===== config.mk =====
export PLATFORM = sky130hd
export DESIGN_NAME = mii_tx_framer
export DESIGN_NICKNAME = d
export VERILOG_FILES = /design/src/rtl/mii_tx_framer.sv
export SDC_FILE = /design/constraint.sdc
export NUM_CORES = 1
export LEC_CHECK = 0
export BUFFER_PORTS_ARGS = -buffer_cell sky130_fd_sc_hd__buf_4
export CAP_MARGIN = 20
export CELL_PAD_IN_SITES_DETAIL_PLACEMENT = 0
export CELL_PAD_IN_SITES_GLOBAL_PLACEMENT = 2
export CORE_ASPECT_RATIO = 0.6
export CORE_MARGIN = 10
export CORE_UTILIZATION = 39
export CTS_CLUSTER_DIAMETER = 80
export DETAILED_ROUTE_END_ITERATION = 10
export GPL_TIMING_DRIVEN = 0
export HOLD_SLACK_MARGIN = 0.15
export MAX_ROUTING_LAYER = met4
export PLACE_DENSITY_LB_ADDON = 0.15
export SLEW_MARGIN = 20
export SYNTH_ARGS = -nofsm -noshare
export SYNTH_HDL_FRONTEND = slang
export SYNTH_SLANG_ARGS = --single-unit

===== constraint.sdc =====
create_clock -name clk -period 4.6 [get_ports clk]
set_clock_uncertainty 0.1 [all_clocks]
set_input_delay 0.46 -clock clk [delete_from_list [all_inputs] [get_ports clk]]
set_output_delay 0.46 -clock clk [all_outputs]
set_load 0.1 [all_outputs]

===== src/rtl/mii_tx_framer.sv =====
module mii_tx_framer #(
  parameter int          PAYLOAD_LEN = 46,
  parameter logic [47:0] SRC_MAC     = 48'h02_12_34_56_78_9A,
  parameter logic [15:0] ETH_TYPE    = 16'h88B5,
  parameter int          IFG_CYCLES  = 24,
  parameter int          LVL_W       = 12
) (
  input  logic             clk,
  input  logic             rst,
  input  logic [LVL_W-1:0] fifo_level,
  input  logic [7:0]       fifo_data,
  output logic             fifo_rd,
  output logic [3:0]       txd,
  output logic             tx_en
);

  localparam int CMAX = (2*PAYLOAD_LEN > IFG_CYCLES) ? 2*PAYLOAD_LEN : IFG_CYCLES;
  localparam int CW   = $clog2(CMAX + 1);
  localparam int GW   = $clog2(IFG_CYCLES + 1);
  localparam logic [111:0] HDR = {48'hFFFF_FFFF_FFFF, SRC_MAC, ETH_TYPE};

  typedef enum logic [2:0] {S_IDLE, S_PRE, S_HDR, S_PAY, S_FCS, S_GAP} st_t;

  st_t           st;
  logic [CW-1:0] cnt;
  logic [31:0]   crc;
  logic [3:0]    nib;
  logic [111:0]  hsh;
  logic [7:0]    hbyte;
  logic          ready;
  logic          active;

  function automatic logic [31:0] crc_nib(input logic [31:0] c, input logic [3:0] d);
    logic [31:0] r;
    r = c;
    for (int i = 0; i < 4; i++) begin
      if (r[0] ^ d[i]) r = (r >> 1) ^ 32'hEDB88320;
      else             r = r >> 1;
    end
    return r;
  endfunction

  assign ready   = fifo_level >= LVL_W'(PAYLOAD_LEN);
  assign active  = (st == S_PRE) || (st == S_HDR) || (st == S_PAY) || (st == S_FCS);
  assign hsh     = HDR >> (7'd104 - {cnt[4:1], 3'b000});
  assign hbyte   = hsh[7:0];
  assign fifo_rd = (st == S_PAY) && cnt[0];

  always_comb begin
    case (st)
      S_PRE:   nib = (cnt == CW'(15)) ? 4'hD : 4'h5;
      S_HDR:   nib = cnt[0] ? hbyte[7:4] : hbyte[3:0];
      S_PAY:   nib = cnt[0] ? fifo_data[7:4] : fifo_data[3:0];
      S_FCS:   nib = ~crc[3:0];
      default: nib = 4'h0;
    endcase
  end

  always_ff @(posedge clk) begin
    if (rst) begin
      st    <= S_IDLE;
      cnt   <= '0;
      crc   <= '1;
      txd   <= 4'h0;
      tx_en <= 1'b0;
    end else begin
      txd   <= active ? nib : 4'h0;
      tx_en <= active;
      cnt   <= cnt + 1'b1;
      case (st)
        S_IDLE: begin
          cnt <= '0;
          crc <= '1;
          if (ready) st <= S_PRE;
        end
        S_PRE: begin
          crc <= '1;
          if (cnt == CW'(15)) begin st <= S_HDR; cnt <= '0; end
        end
        S_HDR: begin
          crc <= crc_nib(crc, nib);
          if (cnt == CW'(27)) begin st <= S_PAY; cnt <= '0; end
        end
        S_PAY: begin
          crc <= crc_nib(crc, nib);
          if (cnt == CW'(2*PAYLOAD_LEN-1)) begin st <= S_FCS; cnt <= '0; end
        end
        S_FCS: begin
          crc <= crc >> 4;
          if (cnt == CW'(7)) begin st <= S_GAP; cnt <= '0; end
        end
        default: begin
          if (cnt == CW'(IFG_CYCLES-1)) begin
            cnt <= '0;
            st  <= ready ? S_PRE : S_IDLE;
          end
        end
      endcase
    end
  end

  logic [GW-1:0] gap_run;
  always_ff @(posedge clk) begin
    if (rst)                                 gap_run <= GW'(IFG_CYCLES);
    else if (tx_en)                          gap_run <= '0;
    else if (gap_run < GW'(IFG_CYCLES))      gap_run <= gap_run + 1'b1;
  end

  a_r1_reset_quiet: assert property (@(posedge clk) rst |=> (!tx_en && !fifo_rd));
  a_r2_start_gated: assert property (@(posedge clk) disable iff (rst)
    $rose(tx_en) |-> $past(fifo_level, 2) >= LVL_W'(PAYLOAD_LEN));
  a_r3_first_nibble: assert property (@(posedge clk) disable iff (rst)
    $rose(tx_en) |-> txd == 4'h5);
  a_r6_rd_in_frame: assert property (@(posedge clk) disable iff (rst)
    fifo_rd |-> (tx_en && fifo_level != '0));
  a_r9_gap_kept: assert property (@(posedge clk) disable iff (rst)
    $rose(tx_en) |-> gap_run >= GW'(IFG_CYCLES));

endmodule


==> results of run 1 <==
final cells by class:
type	count	area (sq um)
fillers	751	3880
multi-input cells	265	1830
flip-flops and latches	47	941
repair buffers	26	195
plain buffers	21	136
well taps	104	130
clock buffers	5	125
inverters	10	37.5
clock inverters	3	22.5
routing by layer:
layer / vias to the layer above / wire length [microns] / GRT usage, %
met5: - / 0 / -
met4: 0 / 91 / 4.82
met3: 9 / 745 / 3.51
met2: 92 / 2980 / 19.0
met1: 1210 / 4870 / 25.2
li1: 1296 / - / -
cells in the final DEF, fill, tap and decap left out, drive strengths merged, types with 10 or more instances in the layout:
cell     n
ha      12
buf     33
nor2    30
nand2   43
a21oi   16
inv     12
a22oi   10
dfxtp   47
clkbuf  17
o22ai   15
o21ai   30
xnor2   12
xor2    19
metrics by stage:
stage	power [uW]	instances	setup WS (ns)	hold WS [ns]
2_1_floorplan	1530	343	1.55	0.341
3_3_place_gp	1820	473	0.948	0.366
3_5_place_dp	1810	473	0.960	0.372
4_1_cts	2200	481	0.942	0.312
5_1_grt	2360	481	0.708	0.329
6_report	2200	481	0.910	0.327
how the worst max path moves through the flow:
stage / endpoint / cells after the start / from / slack, ns
after floorplan: crc[20] / 11 / cnt[2] / 1.55
after global placement: crc[20] / 11 / cnt[2] / 0.95
after detailed placement: crc[27] / 11 / cnt[2] / 0.96
after CTS: crc[20] / 11 / cnt[2] / 0.94
after global routing: crc[20] / 11 / cnt[2] / 0.71
final: crc[27] / 11 / cnt[2] / 0.91
critical path, delay by kind of cell (launching register included):
kind,cells,cell delay [ns]
DFF,1,0.55
adders and majority gates,1,0.33
AOI/OAI and AO/OA,3,0.82
buffers and inverters,2,0.39
xor gates and xnor gates,3,0.69
muxes,2,0.67
logic make-up after synthesis:
logic type | after synthesis | synth area share [%]
AND/OR/NAND/NOR | 110 | 17.2
adder cells (fa/ha/maj) | 12 | 5.10
multiplexers | 11 | 5.18
AO/OA/AOI/OAI | 98 | 21.6
XOR/XNOR | 34 | 13.0
flip-flops | 47 | 32.0
buffers and inverters | 31 | 5.91
registers in the layout, indices dropped and copies added (netlist names):
signal	cells
txd	4
tx_en	1
cnt	7
st	3
crc	32
power by group through the flow:
stage                     combinational (uW)  clock [uW]  sequential [uW]
after global routing                    1350         404              603
after global placement                  1220           0              597
final                                   1230         380              592
after detailed placement                1210           0              597
after CTS                               1220         387              589
after floorplan                          871           0              659
==> flow_summary.json, run 1 <==
{
  "ir_drop_mv": 0.315,
  "criticalPathCategory": "flop to flop",
  "hold_end": "tx_en",
  "synthesis.area_sq_um": 2940,
  "r2r_cells": 11,
  "avgRoutedWirePerCell_microns": 18.1,
  "clock_power_share_pct": 17.3,
  "reg2reg_to": "crc[27]",
  "drc": 0,
  "slew-limit-headroom_pct": 50.5,
  "critPathMaxFanout": 8,
  "synthTopCellsByArea": "dfxtp_1 32%, nand2_1 5.5%, xor2_1 5.4%",
  "clock_latency_ns": 0.30,
  "rr_startpoint": "cnt[2]",
  "place_hpwl_mm": 6.60,
  "combPwrFrac_pct": 55.8,
  "synth_flop_cell": "dfxtp_1",
  "post_synth_num_cell_types": 62,
  "rows": 24,
  "fin_crit_ns": 3.69,
  "htree_levels": 2,
  "fp.dieArea_sq_um": 11500,
  "die_x_microns": 132,
  "grt_pass1_wl_mm": 14.3,
  "cts.path.max_buffers": 2,
  "required_ns": 4.67,
  "setup_viol": 0,
  "cts_resized": 0,
  "p_int_uw": 1190,
  "die_h_microns": 87.3,
  "cts_setup_buffers": 0,
  "finalHoldViolations": 0,
  "drt_iter0_drc": 207,
  "cpMaxStageDelayCell": "dfxtp_1",
  "hold_start": "rst",
  "gp_congestion": 0.842,
  "p_sw_share_pct": 45.8,
  "ctsRootBufferMaster": "clkbuf_16",
  "startpoint_type": "flop",
  "cts_hold_buffers": 0,
  "synth_edf_count": 0,
  "drv_slew": 0,
  "async_flop_share_pct": 0,
  "final_util_pct": 46.8,
  "ant_nets": 0,
  "fmax_ghz": 0.271,
  "finalSetupTns_ns": 0,
  "synth_fp_nets": 377,
  "final_cell_area_sq_um": 3420,
  "clkSinkCount": 47,
  "r2r_slack_ns": 0.91,
  "yosys_warnings": 0,
  "routed_wl_mm": 8.69,
  "start_util_pct": 40.3,
  "nets": 410,
  "io_buffers": 26,
  "postSynthCellCount": 343,
  "ys_ff_latch": 47,
  "rsz0062_at_grt": "false",
  "synth_top_area_cell": "dfxtp_1",
  "synth_common_cells": "47 x dfxtp_1, 43 x nand2_1, 29 x nor2_1",
  "yosys.area.top_type_share_pct": 32.0,
  "critical_path.max_stage_delay_ns": 0.55,
  "critPathArrivalTime_ns": 3.76,
  "cts_tree": "built",
  "areaGrowthSynthToFinish_pct": 16.1,
  "core_sq_um": 7300,
  "track_usage_pct": 16.2,
  "yosysMostFrequentCell": "dfxtp_1",
  "first_pass_iters": 4,
  "p_switching_uw": 1010,
  "overflow": 0,
  "drv_cap": 0,
  "grt_pass1_vias": 2528,
  "clkTransAtPathRegs_ns": 0.07,
  "io_pins": 28,
  "antenna_found_initial": 0,
  "grt_max_degree": 17,
  "vias": 2607,
  "seq_area_frac_synth_pct": 32.0,
  "leakagePower_uw": 0.00132,
  "cts_buffers": 5,
  "insertedDiodeCount": 0,
  "tightest_slew_ns": 0.743,
  "whs_path_depth": 2,
  "postSynthAreaPerCell_sq_um": 8.58,
  "postPlaceCellArea_sq_um": 3270,
  "via_per_inst": 5.42,
  "drive_above_1_share_pct": 16.2,
  "cp-end-kind": "flop",
  "finalCritPeriodShare_pct": 80.2,
  "path_cells": "inv_1, ha_1, buf_4, mux2i_1, a211o_1, a21oi_1, mux2i_2, xnor2_2, xor2_2, xor2_1, o21ai_1",
  "status": "complete, no violations",
  "power_density_nw_per_um2": 643,
  "hp-class": "input pin to flop",
  "seqPwrFrac_pct": 26.9
}
(Power assumes the default switching activity.)
==> run 2, diff against run 1 <==
ABC_AREA = 1   (was default)
CORE_UTILIZATION = 33   (was 39)
clock period = 3.86 ns   (was 4.6 ns; I/O delays follow)
==> run 2 against run 1 <==
Effect of this change:
- sequential power is 28% higher
- first-iteration DRC count grew 14%
- area after synthesis grew 8.5%
- cell count increased by 38%
- design area grew 8.9%
- critical endpoint is now crc[20]
==> flow_summary.json, run 2 <==
{
  "drc": 0,
  "routed_wl_mm": 10.5,
  "place_hpwl_mm": 7.99,
  "postSynthCellCount": 501,
  "post_synth_num_cell_types": 33,
  "via_per_inst": 4.93,
  "finalSetupTns_ns": 0,
  "overflow": 0,
  "synthTopCellsByArea": "dfxtp_1 29%, nand2_1 19%, inv_1 7.1%",
  "antenna_found_initial": 0,
  "synth_fp_nets": 535,
  "dpl.cell_count": 657,
  "start_util_pct": 34.4,
  "cts_buffers": 5,
  "tightest_slew_ns": 0.797,
  "avgRoutedWirePerCell_microns": 15.8,
  "leakagePower_uw": 0.00183,
  "finalHoldViolations": 0,
  "yosys.area.top_type_share_pct": 29.5,
  "criticalPathCategory": "flop to flop",
  "most-common-layout-cells": "163 x nand2_1, 60 x inv_1, 47 x dfxtp_1",
  "drive_above_1_share_pct": 14.8,
  "htree_levels": 2,
  "async_flop_share_pct": 0,
  "drv_cap": 0,
  "gp_congestion": 0.855,
  "dp_slack_ns": 0.886,
  "vias": 3280,
  "fin_cells": 665,
  "top_register": "crc",
  "critPathArrivalTime_ns": 3.13,
  "yosysMostFrequentCell": "nand2_1",
  "rsz0062_at_grt": "false",
  "slew-limit-headroom_pct": 46.3,
  "worstSetupEndpoint": "crc[20]",
  "reg2reg_to": "crc[20]",
  "clkSinkCount": 47,
  "postPlaceCellArea_sq_um": 3550,
  "ys_ff_latch": 47,
  "top_regs": "crc x32, cnt x7, txd x4",
  "startpoint": "cnt[2]",
  "finalCritPeriodShare_pct": 78.4,
  "grt_pass1_wl_mm": 16.7,
  "whs_path_depth": 2,
  "required_ns": 3.96,
  "io_buffers": 26,
  "r2r_cells": 18,
  "status": "complete, no violations",
  "ant_nets": 0,
  "drt_iter0_drc": 237,
  "first_pass_iters": 5,
  "postSynthAreaPerCell_sq_um": 6.37,
  "rows": 27,
  "synth_flop_cell": "dfxtp_1",
  "yosys_warnings": 0,
  "grt_max_degree": 17,
  "fp.dieArea_sq_um": 14100,
  "drv_slew": 0,
  "layout_setup_ws_ns": 0.834,
  "cts_setup_buffers": 0,
  "cp-end-kind": "flop",
  "hp-class": "input pin to flop",
  "final_util_pct": 40.1,
  "cts_tree": "built",
  "fmax_ghz": 0.330,
  "grt_pass1_vias": 2973,
  "final_common_cell": "nand2_1",
  "track_usage_pct": 15.6,
  "synthesis.area_sq_um": 3190,
  "final_cell_area_sq_um": 3720,
  "core_sq_um": 9290,
  "cts_resized": 0,
  "fill_cells": 1039,
  "cts_hold_buffers": 0,
  "startpoint_type": "flop",
  "io_pins": 28,
  "cts.path.max_buffers": 2,
  "nets": 568,
  "die_x_microns": 147,
  "power_density_nw_per_um2": 890,
  "critPathMaxFanout": 9,
  "fin_crit_ns": 3.03,
  "insertedDiodeCount": 0,
  "largest_reg_flops": 32,
  "r2r_slack_ns": 0.83,
  "synth_edf_count": 0,
  "setup_viol": 0,
  "clkTransAtPathRegs_ns": 0.07,
  "rr_startpoint": "cnt[2]",
  "clock_latency_ns": 0.30,
  "synth_common_cells": "163 x nand2_1, 60 x inv_1, 47 x dfxtp_1",
  "ctsRootBufferMaster": "clkbuf_16",
  "areaGrowthSynthToFinish_pct": 16.6,
  "die_h_microns": 96.2,
  "ir_drop_mv": 0.361,
  "synth_top_area_cell": "dfxtp_1",
  "seq_area_frac_synth_pct": 29.5
}
[run 2: cell types whose count changed after synthesis, sizes merged, moves of 5 or more]
| cell | delta |
|---|---|
| inv | +55 |
| nand3 | +35 |
| nand2 | +142 |
| a32oi | -5 |
| nor2 | +5 |
| o22ai | -11 |
| o311ai | +6 |
| xnor2 | -12 |
| xor2 | -12 |
| o21ai | +13 |
| a22oi | -10 |
| mux2i | -9 |
| o211ai | +11 |
[run 2: critical path, stage by stage (launching register included)]
cell and delay [ns]:
dfxtp_1 0.50, inv_1 0.23, ha_1 0.45, inv_1 0.21
nand2_1 0.10, nand2_1 0.07, nand2_1 0.06, nand2_1 0.05
nand2_1 0.10, nand3b_1 0.17, nand2_4 0.14, inv_2 0.16
nand2_1 0.08, nand2_2 0.15, nand2_1 0.08, nand3_1 0.08
nand2_1 0.05, nand2_1 0.06, nand2_1 0.05
[run 2: layer usage]
| layer | part of all wire, % | wire [microns] | track usage (%) | vias to the layer above |
|---|---|---|---|---|
| met4 | 0.73 | 77 | 2.96 | 0 |
| li1 | - | - | - | 1672 |
| met2 | 35 | 3680 | 19.5 | 78 |
| met1 | 59 | 6250 | 24.6 | 1523 |
| met5 | 0 | 0 | - | - |
| met3 | 5.0 | 523 | 2.81 | 7 |
[run 2: final cells by class]
class	instances	area (sq um)	share of cell area, %
Tap cell	130	163	4.37
Clock inverter	3	46.3	1.24
Sequential cell	47	941	25.3
Timing Repair Buffer	26	195	5.24
Inverter	68	256	6.89
Multi-Input combinational cell	371	1900	51.1
Buffer	15	93.8	2.52
Clock buffer	5	125	3.36
[run 2: kinds of logic after synthesis]
family          after synthesis  synth area share, %
simple gates                271                 37.3
buf+inv                      83                 11.0
compound gates               81                 14.9
flops                        47                 29.5
fa+ha+maj                    12                 4.70
xor+xnor                      7                 2.63
[run 2: power by group]
part | switching, uW | internal (uW) | leakage (uW)
combinational | 1440 | 595 | 0.00136
clock | 216 | 309 | 0.0000804
sequential | 117 | 639 | 0.000384
[run 2: worst min path at each step]
| stage | startpoint | endpoint | slack (ns) |
|---|---|---|---|
| floorplan | crc[14] | crc[10] | 0.34 |
| global placement | crc[15] | crc[15] | 0.36 |
| detailed placement | crc[15] | crc[11] | 0.37 |
| CTS | rst | st[1] | 0.18 |
| global route | rst | st[1] | 0.18 |
| finish | rst | st[1] | 0.19 |
[run 2: metrics by stage]
| stage | hold WS (ns) | total power, uW |
|---|---|---|
| global route | 0.183 | 3620 |
| detailed placement | 0.369 | 2770 |
| CTS | 0.182 | 3310 |
| finish | 0.189 | 3310 |
| floorplan | 0.339 | 2220 |
| global placement | 0.360 | 2760 |
==> run 3, diff against run 2 <==
CORE_UTILIZATION = 29   (was 33)
clock period = 2.5 ns   (was 3.86 ns; I/O delays follow)
==> run 3 against run 2 <==
Effect of this change:
- largest cell class unchanged
- count of clock-buffer cells in the layout stayed put
- design area is 9.8% higher
- cell count is 3.5% higher
- clock power is 49% higher
- critical endpoint is now crc[5]
- sequential share of layout area is 2.1 points lower
==> flow_summary.json, run 3 (synthesis results as in run 2) <==
{
  "hold_end": "txd[0]",
  "cts.path.max_buffers": 2,
  "criticalPathCategory": "flop to flop",
  "final_common_cell": "nand2_1",
  "largest_reg_flops": 32,
  "reg2reg_to": "crc[5]",
  "cp-end-kind": "flop",
  "fin_crit_ns": 2.39,
  "start_util_pct": 29.9,
  "htree_levels": 2,
  "leakagePower_uw": 0.00194,
  "top_register": "crc",
  "via_per_inst": 4.85,
  "io_pins": 28,
  "drv_cap": 0,
  "path_cells": "clkinvlp_4, ha_4, inv_6, nand2_2, nand2_1, nand2_1, nand2_1, nand2_2, nand3b_1, nand2_8, inv_8, nand2_1, nand2_4, nand2_1, nand3_1, nand2_1, nand3_1",
  "most-common-layout-cells": "142 x nand2_1, 57 x inv_1, 44 x dfxtp_1",
  "cts_tree": "built",
  "nets": 583,
  "startpoint_type": "flop",
  "rr_startpoint": "cnt[2]",
  "ir_drop_mv": 0.619,
  "top_regs": "crc x32, cnt x7, txd x4",
  "clkSinkCount": 47,
  "slew-limit-headroom_pct": 47.9,
  "clkTransAtPathRegs_ns": 0.07,
  "finalCritPeriodShare_pct": 95.4,
  "hp-class": "input pin to flop",
  "critPathMaxFanout": 6,
  "seqPwrFrac_pct": 20.7,
  "required_ns": 2.56,
  "first_pass_iters": 5,
  "fp.dieArea_sq_um": 15700,
  "track_usage_pct": 14.1,
  "antenna_found_initial": 0,
  "ant_nets": 0,
  "critical_path.max_stage_delay_ns": 0.37,
  "p_int_uw": 2640,
  "crit_path_frequent_cell": "nand2_1",
  "gp_congestion": 0.821,
  "drv_slew": 0,
  "grt_max_degree": 15,
  "insertedDiodeCount": 0,
  "p_switching_uw": 3010,
  "place_hpwl_mm": 8.25,
  "whs_path_depth": 5,
  "cts_buffers": 5,
  "clock_latency_ns": 0.29,
  "setup_viol": 0,
  "rows": 29,
  "avgRoutedWirePerCell_microns": 16.3,
  "hold_start": "fifo_data[0]",
  "fmax_ghz": 0.419,
  "final_util_pct": 38.3,
  "layout_setup_ws_ns": 0.115,
  "grt_pass1_vias": 2929,
  "vias": 3334,
  "drc": 0,
  "core_sq_um": 10700,
  "dp_slack_ns": -0.524,
  "rsz0062_at_grt": "true",
  "finalHoldViolations": 0,
  "combPwrFrac_pct": 65.5,
  "status": "complete, no violations",
  "io_buffers": 26,
  "power_density_nw_per_um2": 1380,
  "ctsRootBufferMaster": "clkbuf_16",
  "p_sw_share_pct": 53.2,
  "r2r_cells": 17,
  "die_x_microns": 155,
  "clock_power_share_pct": 13.8,
  "grt_pass1_wl_mm": 16.8,
  "critPathArrivalTime_ns": 2.44,
  "cpMaxStageDelayCell": "dfxtp_4",
  "routed_wl_mm": 11.2,
  "drive_above_1_share_pct": 24.6,
  "areaGrowthSynthToFinish_pct": 28.0,
  "overflow": 0,
  "tightest_slew_ns": 0.774,
  "drt_iter0_drc": 258,
  "fill_cells": 1173,
  "r2r_slack_ns": 0.11,
  "die_h_microns": 101
}
-- run 3: how the worst max path moves through the flow --
stage / from / endpoint / slack [ns]
detailed placement: cnt[2] / crc[28] / -0.52
finish: cnt[2] / crc[5] / 0.11
global route: cnt[2] / crc[16] / -0.03
floorplan: cnt[2] / crc[26] / 0.17
global placement: cnt[2] / crc[20] / -0.54
CTS: cnt[2] / crc[18] / 0.001
-- run 3: power groups by stage --
| stage | Clock [uW] | Combinational (uW) | Sequential (uW) |
|---|---|---|---|
| 2_1_floorplan | 0 | 2130 | 1300 |
| 5_1_grt | 831 | 4090 | 1200 |
| 3_3_place_gp | 0 | 3110 | 1170 |
| 3_5_place_dp | 0 | 3130 | 1170 |
| 6_report | 780 | 3700 | 1170 |
| 4_1_cts | 800 | 3160 | 1160 |
-- run 3: area by class of cell --
type	instances	area [sq um]	share of cell area, %
well taps	139	174	4.25
repair buffers	40	310	7.59
multi-input cells	372	2120	51.9
inverters	68	274	6.70
clock buffers	5	125	3.06
clock inverters	2	37.5	0.918
plain buffers	15	100	2.45
flip-flops and latches	47	947	23.2
-- run 3: routing by layer --
metal / vias up / wire length, microns / track usage (%) / part of all wire (%)
met3: 11 / 762 / 2.84 / 6.8
li1: 1699 / - / - / -
met2: 107 / 3960 / 17.2 / 35
met4: 0 / 115 / 3.08 / 1.0
met1: 1517 / 6380 / 22.3 / 57
met5: - / 0 / - / 0
-- run 3: repair_timing --
action / CTS / global route
pin swaps: 0 / 19
endpoints found under the hold margin: 2 / 0
hold buffers: 1 / 0
buffers inserted: 1 / 12
endpoints found under the setup margin: 28 / 28
gates cloned: 0 / 1
gates resized for setup: 9 / 62
-- run 3: worst max-delay path, delay by kind of cell (launching register included) --
family	cells	cell delay [ns]
and+or+nand+nor	13	1.22
DFF	1	0.37
buffers and inverters	3	0.22
adders and majority gates	1	0.35
-- run 3: metrics by stage --
stage / power [uW] / cell area [sq um] / cells / hold WS, ns / setup TNS (ns)
finish: 5650 / 4090 / 688 / 0.306 / 0
global route: 6120 / 4090 / 688 / 0.352 / -0.173
CTS: 5120 / 3770 / 675 / 0.310 / 0
detailed placement: 4310 / 3560 / 666 / 0.360 / -11.74
global placement: 4280 / 3560 / 666 / 0.350 / -11.92
floorplan: 3430 / 3190 / 501 / 0.219 / 0
